===== src/rtl/unit_tri_inv_pkg.sv =====
package unit_tri_inv_pkg;

  typedef struct packed {
    logic loadVec;
    logic step;
    logic writeBack;
  } invStrobe_t;

  typedef enum logic [2:0] {
    ST_IDLE,
    ST_LOAD,
    ST_STEP,
    ST_STORE,
    ST_FIN
  } invState_t;

endpackage


===== src/rtl/unit_tri_inv_ctrl.sv =====
module unit_tri_inv_ctrl
  import unit_tri_inv_pkg::*;
#(
  parameter int N = 4,
  localparam int IW = (N > 2) ? $clog2(N) : 1
) (
  input  logic          clk,
  input  logic          rstN,
  input  logic          start,
  output invStrobe_t    strobe,
  output logic [IW-1:0] kIdx,
  output logic [IW-1:0] iIdx,
  output logic [IW-1:0] jIdx,
  output logic          busy,
  output logic          done
);

  localparam logic [IW-1:0] LAST   = IW'(N - 1);
  localparam logic [IW-1:0] PENULT = IW'(N - 2);

  invState_t state;

  always_ff @(posedge clk or negedge rstN) begin
    if (!rstN) begin
      state <= ST_IDLE;
      kIdx  <= '0;
      iIdx  <= '0;
      jIdx  <= '0;
    end else begin
      case (state)
        ST_IDLE: begin
          if (start) begin
            kIdx  <= '0;
            state <= ST_LOAD;
          end
        end
        ST_LOAD: begin
          iIdx <= IW'(kIdx + 1'b1);
          jIdx <= IW'(kIdx + 2'd2);
          if (kIdx == PENULT) state <= ST_STORE;
          else                state <= ST_STEP;
        end
        ST_STEP: begin
          if (jIdx == LAST) begin
            if (iIdx == PENULT) begin
              state <= ST_STORE;
            end else begin
              iIdx <= IW'(iIdx + 1'b1);
              jIdx <= IW'(iIdx + 2'd2);
            end
          end else begin
            jIdx <= IW'(jIdx + 1'b1);
          end
        end
        ST_STORE: begin
          if (kIdx == PENULT) begin
            state <= ST_FIN;
          end else begin
            kIdx  <= IW'(kIdx + 1'b1);
            state <= ST_LOAD;
          end
        end
        default: state <= ST_IDLE;
      endcase
    end
  end

  always_comb begin
    strobe.loadVec   = (state == ST_LOAD);
    strobe.step      = (state == ST_STEP);
    strobe.writeBack = (state == ST_STORE);
    busy             = (state != ST_IDLE);
    done             = (state == ST_FIN);
  end

  // every correction step works on an index pair past the pivot
  assert_index_order_R3: assert property (@(posedge clk) disable iff (!rstN)
    strobe.step |-> ((iIdx > kIdx) && (jIdx > iIdx) && (jIdx <= LAST)));

  // the run ends right after the done pulse
  assert_done_ends_run_R7: assert property (@(posedge clk) disable iff (!rstN)
    done |=> !busy);

  // a start during a run cannot cut it short or restart it
  assert_no_restart_R8: assert property (@(posedge clk) disable iff (!rstN)
    (busy && !done) |=> busy);

endmodule


===== src/rtl/unit_tri_inv_datapath.sv =====
module unit_tri_inv_datapath
  import unit_tri_inv_pkg::*;
#(
  parameter int N     = 4,
  parameter int WIDTH = 16,
  parameter int FRAC  = 8,
  localparam int IW = (N > 2) ? $clog2(N) : 1,
  localparam int AW = $clog2(N * N),
  localparam int XW = 2 * WIDTH + 1
) (
  input  logic                    clk,
  input  logic                    rstN,
  input  invStrobe_t              strobe,
  input  logic [IW-1:0]           kIdx,
  input  logic [IW-1:0]           iIdx,
  input  logic [IW-1:0]           jIdx,
  input  logic                    busy,
  input  logic                    memWrEn,
  input  logic [AW-1:0]           memAddr,
  input  logic signed [WIDTH-1:0] memWrData,
  output logic signed [WIDTH-1:0] memRdData
);

  localparam logic signed [XW-1:0] MAXV = {{(WIDTH+2){1'b0}}, {(WIDTH-1){1'b1}}};
  localparam logic signed [XW-1:0] MINV = {{(WIDTH+2){1'b1}}, {(WIDTH-1){1'b0}}};
  localparam logic signed [XW-1:0] HALF = XW'(1 << (FRAC - 1));

  logic signed [WIDTH-1:0] mat [N*N];
  logic signed [WIDTH-1:0] sl  [N];
  logic signed [WIDTH-1:0] su  [N];

  function automatic logic signed [WIDTH-1:0] satW(input logic signed [XW-1:0] v);
    if (v > MAXV)      return MAXV[WIDTH-1:0];
    else if (v < MINV) return MINV[WIDTH-1:0];
    else               return v[WIDTH-1:0];
  endfunction

  function automatic logic signed [XW-1:0] mulRound(input logic signed [WIDTH-1:0] a,
                                                    input logic signed [WIDTH-1:0] b);
    logic signed [2*WIDTH-1:0] prod;
    logic signed [XW-1:0]      ext;
    prod = a * b;
    ext  = XW'(prod) + HALF;
    return ext >>> FRAC;
  endfunction

  function automatic int loc(input int r, input int c);
    return r * N + c;
  endfunction

  logic signed [WIDTH-1:0] lowCoef, upCoef, lowPiv, upPiv;
  logic signed [WIDTH-1:0] lowNext, upNext;

  always_comb begin
    lowCoef = mat[loc(int'(jIdx), int'(iIdx))];
    upCoef  = mat[loc(int'(iIdx), int'(jIdx))];
    lowPiv  = sl[iIdx];
    upPiv   = su[iIdx];
    lowNext = satW(XW'(sl[jIdx]) - mulRound(lowCoef, lowPiv));
    upNext  = satW(XW'(su[jIdx]) - mulRound(upPiv, upCoef));
  end

  always_ff @(posedge clk or negedge rstN) begin
    if (!rstN) begin
      for (int a = 0; a < N * N; a++) mat[a] <= '0;
      for (int v = 0; v < N; v++) begin
        sl[v] <= '0;
        su[v] <= '0;
      end
    end else begin
      if (memWrEn && !busy && (int'(memAddr) < N * N)) begin
        mat[memAddr] <= memWrData;
      end
      if (strobe.loadVec) begin
        for (int v = 0; v < N; v++) begin
          if (v > int'(kIdx)) begin
            sl[v] <= satW(-XW'(mat[loc(v, int'(kIdx))]));
            su[v] <= satW(-XW'(mat[loc(int'(kIdx), v)]));
          end
        end
      end
      if (strobe.step) begin
        sl[jIdx] <= lowNext;
        su[jIdx] <= upNext;
      end
      if (strobe.writeBack) begin
        for (int v = 0; v < N; v++) begin
          if (v > int'(kIdx)) begin
            mat[loc(v, int'(kIdx))] <= sl[v];
            mat[loc(int'(kIdx), v)] <= su[v];
          end
        end
      end
    end
  end

  always_comb begin
    if (int'(memAddr) < N * N) memRdData = mat[memAddr];
    else                       memRdData = '0;
  end

  logic [N*WIDTH-1:0] diagBits;
  for (genvar g = 0; g < N; g++) begin : gDiag
    assign diagBits[g*WIDTH +: WIDTH] = mat[g*N + g];
  end

  // nothing on the diagonal moves while a run is active
  assert_diag_kept_R5: assert property (@(posedge clk) disable iff (!rstN)
    busy |=> $stable(diagBits));

endmodule


===== src/rtl/unit_tri_inverter.sv =====
module unit_tri_inverter
  import unit_tri_inv_pkg::*;
#(
  parameter int N     = 4,
  parameter int WIDTH = 16,
  parameter int FRAC  = 8,
  localparam int IW = (N > 2) ? $clog2(N) : 1,
  localparam int AW = $clog2(N * N)
) (
  input  logic                    clk,
  input  logic                    rstN,
  input  logic                    start,
  output logic                    busy,
  output logic                    done,
  input  logic                    memWrEn,
  input  logic [AW-1:0]           memAddr,
  input  logic signed [WIDTH-1:0] memWrData,
  output logic signed [WIDTH-1:0] memRdData
);

  invStrobe_t    strobe;
  logic [IW-1:0] kIdx, iIdx, jIdx;

  unit_tri_inv_ctrl #(.N(N)) i_ctrl (
    .clk    (clk),
    .rstN   (rstN),
    .start  (start),
    .strobe (strobe),
    .kIdx   (kIdx),
    .iIdx   (iIdx),
    .jIdx   (jIdx),
    .busy   (busy),
    .done   (done)
  );

  unit_tri_inv_datapath #(.N(N), .WIDTH(WIDTH), .FRAC(FRAC)) i_datapath (
    .clk       (clk),
    .rstN      (rstN),
    .strobe    (strobe),
    .kIdx      (kIdx),
    .iIdx      (iIdx),
    .jIdx      (jIdx),
    .busy      (busy),
    .memWrEn   (memWrEn),
    .memAddr   (memAddr),
    .memWrData (memWrData),
    .memRdData (memRdData)
  );

endmodule


===== config.mk =====
export PLATFORM = sky130hd
export DESIGN_NAME = unit_tri_inverter
export DESIGN_NICKNAME = d
export VERILOG_FILES = /design/src/rtl/unit_tri_inv_pkg.sv /design/src/rtl/unit_tri_inv_ctrl.sv /design/src/rtl/unit_tri_inv_datapath.sv /design/src/rtl/unit_tri_inverter.sv
export SDC_FILE = /design/constraint.sdc
export NUM_CORES = 2
export LEC_CHECK = 0
export BUFFER_PORTS_ARGS = -buffer_cell sky130_fd_sc_hd__clkbuf_2
export CORE_MARGIN = 5
export CORE_UTILIZATION = 37
export CTS_BUF_LIST = sky130_fd_sc_hd__clkbuf_4 sky130_fd_sc_hd__clkbuf_8
export CTS_CLUSTER_SIZE = 12
export DETAILED_ROUTE_END_ITERATION = 8
export SETUP_SLACK_MARGIN = 0.05
export SLEW_MARGIN = 20
export SYNTH_ARGS = -nofsm -noshare
export SYNTH_HDL_FRONTEND = slang
export SYNTH_HIERARCHICAL = 1
export SYNTH_SLANG_ARGS = --single-unit

===== constraint.sdc =====
create_clock -name clk -period 18.97 [get_ports clk]
set_clock_uncertainty 0.2 [all_clocks]
set_input_delay 2.8455 -clock clk [delete_from_list [all_inputs] [get_ports clk]]
set_output_delay 2.8455 -clock clk [all_outputs]
set_load 0.03 [all_outputs]

==> flow_summary.yaml <==
status:
  status: "completed"
logic_synthesis:
  synthesis.nets: 6152
  netlist_area_mm2: 0.0527
  synth_top_area_cell: "fa_1"
  synth_most_common_cell: "inv_1"
  ys_top_cells_by_count: "inv_1, nand2_1, fa_1, nor2_1, dfrtp_1"
  avgSynthCellArea_um2: 9.86
  synth_ff_type: "dfrtp_1"
  yosys_warnings: 6
  synth_edf_count: 0
  netlist_instances: 5350
  synth_area_leaders: "fa_1, dfrtp_1, mux4_2, ha_1, inv_1"
  yosysUniqueCellTypes: 91
  yosysSeqAreaShare: 0.187
  ys_ff_latch: 393
  synth_top_area_frac: 0.204
  async_reset_ff_frac: 1.00
job:
  max_cap_violations: 0
sta:
  worst_pin_slew_ps: 1210
  finalCritPeriodShare: 0.693
  fmax_ghz: 0.0761
  whs_ps: 310
  setup_viol: 0
  tns_ps: 0
  final_hold_viol_count: 0
  relSlewSlack: 0.189
  rsz0062_at_grt: "false"
  finalMaxSlewViolations: 0
  finalCriticalPeriod_ps: 13150
clock_network:
  clock-sinks: 393
  clk_latency_ps: 710
  holdBufCountCts: 0
  root_buffer: "clkbuf_8"
  cts_tree: "built"
  cts_resized: 0
  cts_buffer_depth: 3
  post-cts-setup-buffer-count: 0
  clkTransAtPathRegs_ps: 60
  htreeDepth: 3
  numCtsBuffers: 70
worst_setup_path:
  worstSetupStartpointType: "register"
  arrival_ps: 13450
  crit_top_cell: "fa_1"
  r2r-start: "i_ctrl/iIdx[0]$_DFFE_PN0P_"
  critPathKind: "reg2reg"
  startpoint: "i_ctrl/iIdx[0]$_DFFE_PN0P_"
  critPathCaptureType: "register"
  required_ps: 19270
  crit_slowest_cell: "nor2_1"
  crit_fanout: 118
  max_stage_delay_ps: 930
final_layout:
  final_layout_size_suffix_gt1_frac: 0.149
  final_design_area_no_fill_mm2: 0.0561
  nets: 6022
  area_growth_pct: 6.37
  fin_util: 0.396
routing:
  drt-total-wl_um: 179000
  dr.pass1.iters: 6
  drc: 0
  ant_nets: 0
  via_per_inst: 5.90
  vias: 42300
  dr.first_iter.drc_count: 4312
  wire_per_inst_um: 25.0
global_routing:
  grt_pass1_vias: 42500
  grt_max_degree: 157
  overflow: 0
  grt_pass1_wl_um: 274000
  track_usage: 0.237
  antenna_found_initial: 11
place:
  hpwl_um: 137000
  gp_congestion: 0.931
  place_area_mm2: 0.0546
  portBuffers: 41
worst_hold_path:
  hp-start: "i_datapath/sl[59]$_DFFE_PN0P_"
  hp-class: "reg2reg"
die:
  core_area_mm2: 0.142
  ios: 42
  rows: 138
  die_y_um: 387
  die_x_um: 387
  die-area_mm2: 0.150
  initial_utilization: 0.372
==> per-stage QoR <==
| stage | instances | worst slack (ps) |
|---|---|---|
| floorplan | 5350 | 7440 |
| global placement | 7038 | 5930 |
| detailed placement | 7038 | 6010 |
| CTS | 7160 | 6020 |
| global route | 7161 | 5030 |
| finish | 7164 | 5820 |
==> cell usage in the layout (no fill, tap or decap), types with 9 or more instances in the layout <==
cell type | Yosys | layout
a221oi_1 | 31 | 31
a21o_1 | 46 | 46
xnor2_1 | 116 | 116
o21ai_1 | 27 | 33
o22ai_1 | 9 | 9
clkbuf_2 | 0 | 38
nand2b_1 | 55 | 55
mux4_2 | 363 | 363
o21ai_0 | 181 | 169
nor2b_1 | 58 | 56
o21bai_1 | 10 | 10
a21oi_1 | 222 | 222
nand3_1 | 48 | 48
nor4_1 | 16 | 15
nor3_1 | 47 | 47
nor2_1 | 488 | 486
mux2_2 | 93 | 93
nand2_1 | 585 | 584
and3_1 | 12 | 10
a221oi_2 | 10 | 10
o211ai_1 | 46 | 46
mux2i_1 | 253 | 253
a31oi_1 | 23 | 23
o31ai_1 | 21 | 20
and2_1 | 67 | 67
nand3b_1 | 12 | 12
a211oi_1 | 50 | 50
xor2_1 | 59 | 59
buf_4 | 5 | 67
clkbuf_8 | 0 | 88
inv_1 | 679 | 679
or2_2 | 18 | 18
fa_1 | 536 | 536
clkbuf_4 | 0 | 22
dfrtp_1 | 393 | 387
o21a_1 | 26 | 26
ha_1 | 242 | 242
or3_1 | 18 | 18
nand4_1 | 29 | 29
a21oi_2 | 12 | 12
==> layer usage <==
layer / vias to the layer above / share of wire / global-route usage / routed length (µm)
met5: - / 0.00045 / 0 / 81
li1: 18100 / - / - / -
met2: 2257 / 0.44 / 0.354 / 78000
met4: 10 / 0.031 / 0.0651 / 5570
met1: 21600 / 0.42 / 0.341 / 75200
met3: 318 / 0.11 / 0.0624 / 20300
==> critical path, delay by kind of cell, from the launching register on <==
kind	cells	cell delay [ps]
flops	1	770
compound gates	12	3160
fa+ha+maj	8	3780
mux	2	1330
simple gates	7	2420
buf+inv	6	1040
==> kinds of logic after synthesis <==
group | Yosys count | synth area share
simple gates | 1514 | 0.130
buf+inv | 993 | 0.0742
compound gates | 787 | 0.0961
fa+ha+maj | 778 | 0.261
mux | 710 | 0.223
flops | 393 | 0.187
xor+xnor | 175 | 0.0291
==> worst paths after layout <==
check                                           endpoint  slack, ps  cells past startpoint
min in group asynchronous  i_datapath/mat[190]$_DFF_PN0_       1980                      1
max                          i_datapath/sl[30]$_DFF_PN0_       5820                     35
min reg2reg                i_datapath/sl[59]$_DFFE_PN0P_        310                      2
max in group asynchronous   i_datapath/mat[72]$_DFF_PN0_      12900                      5
min                        i_datapath/sl[59]$_DFFE_PN0P_        310                      2
max reg2reg                  i_datapath/sl[30]$_DFF_PN0_       5820                     35
==> sequential cells by signal (all words and copies together) (netlist names) <==
signal / flops
i_ctrl/jIdx: 2
i_datapath/mat: 192
i_datapath/diagBits: 64
i_datapath/su: 64
i_ctrl/state: 3
i_ctrl/iIdx: 2
i_ctrl/kIdx: 2
i_datapath/sl: 64
==> final cells by class <==
type / count / area, µm²
inverter: 681 / 2560
antenna: 4 / 10.0
timing repair buffer: 110 / 773
clock inverter: 12 / 96.3
sequential: 393 / 9860
tap: 1890 / 2360
multi-input combinational: 3964 / 39000
fill: 14000 / 85500
clock buffer: 110 / 1380
Power is left out: the tool's default activity adds up to more than one toggle a clock period on the data nets, which glitch-free logic cannot reach.
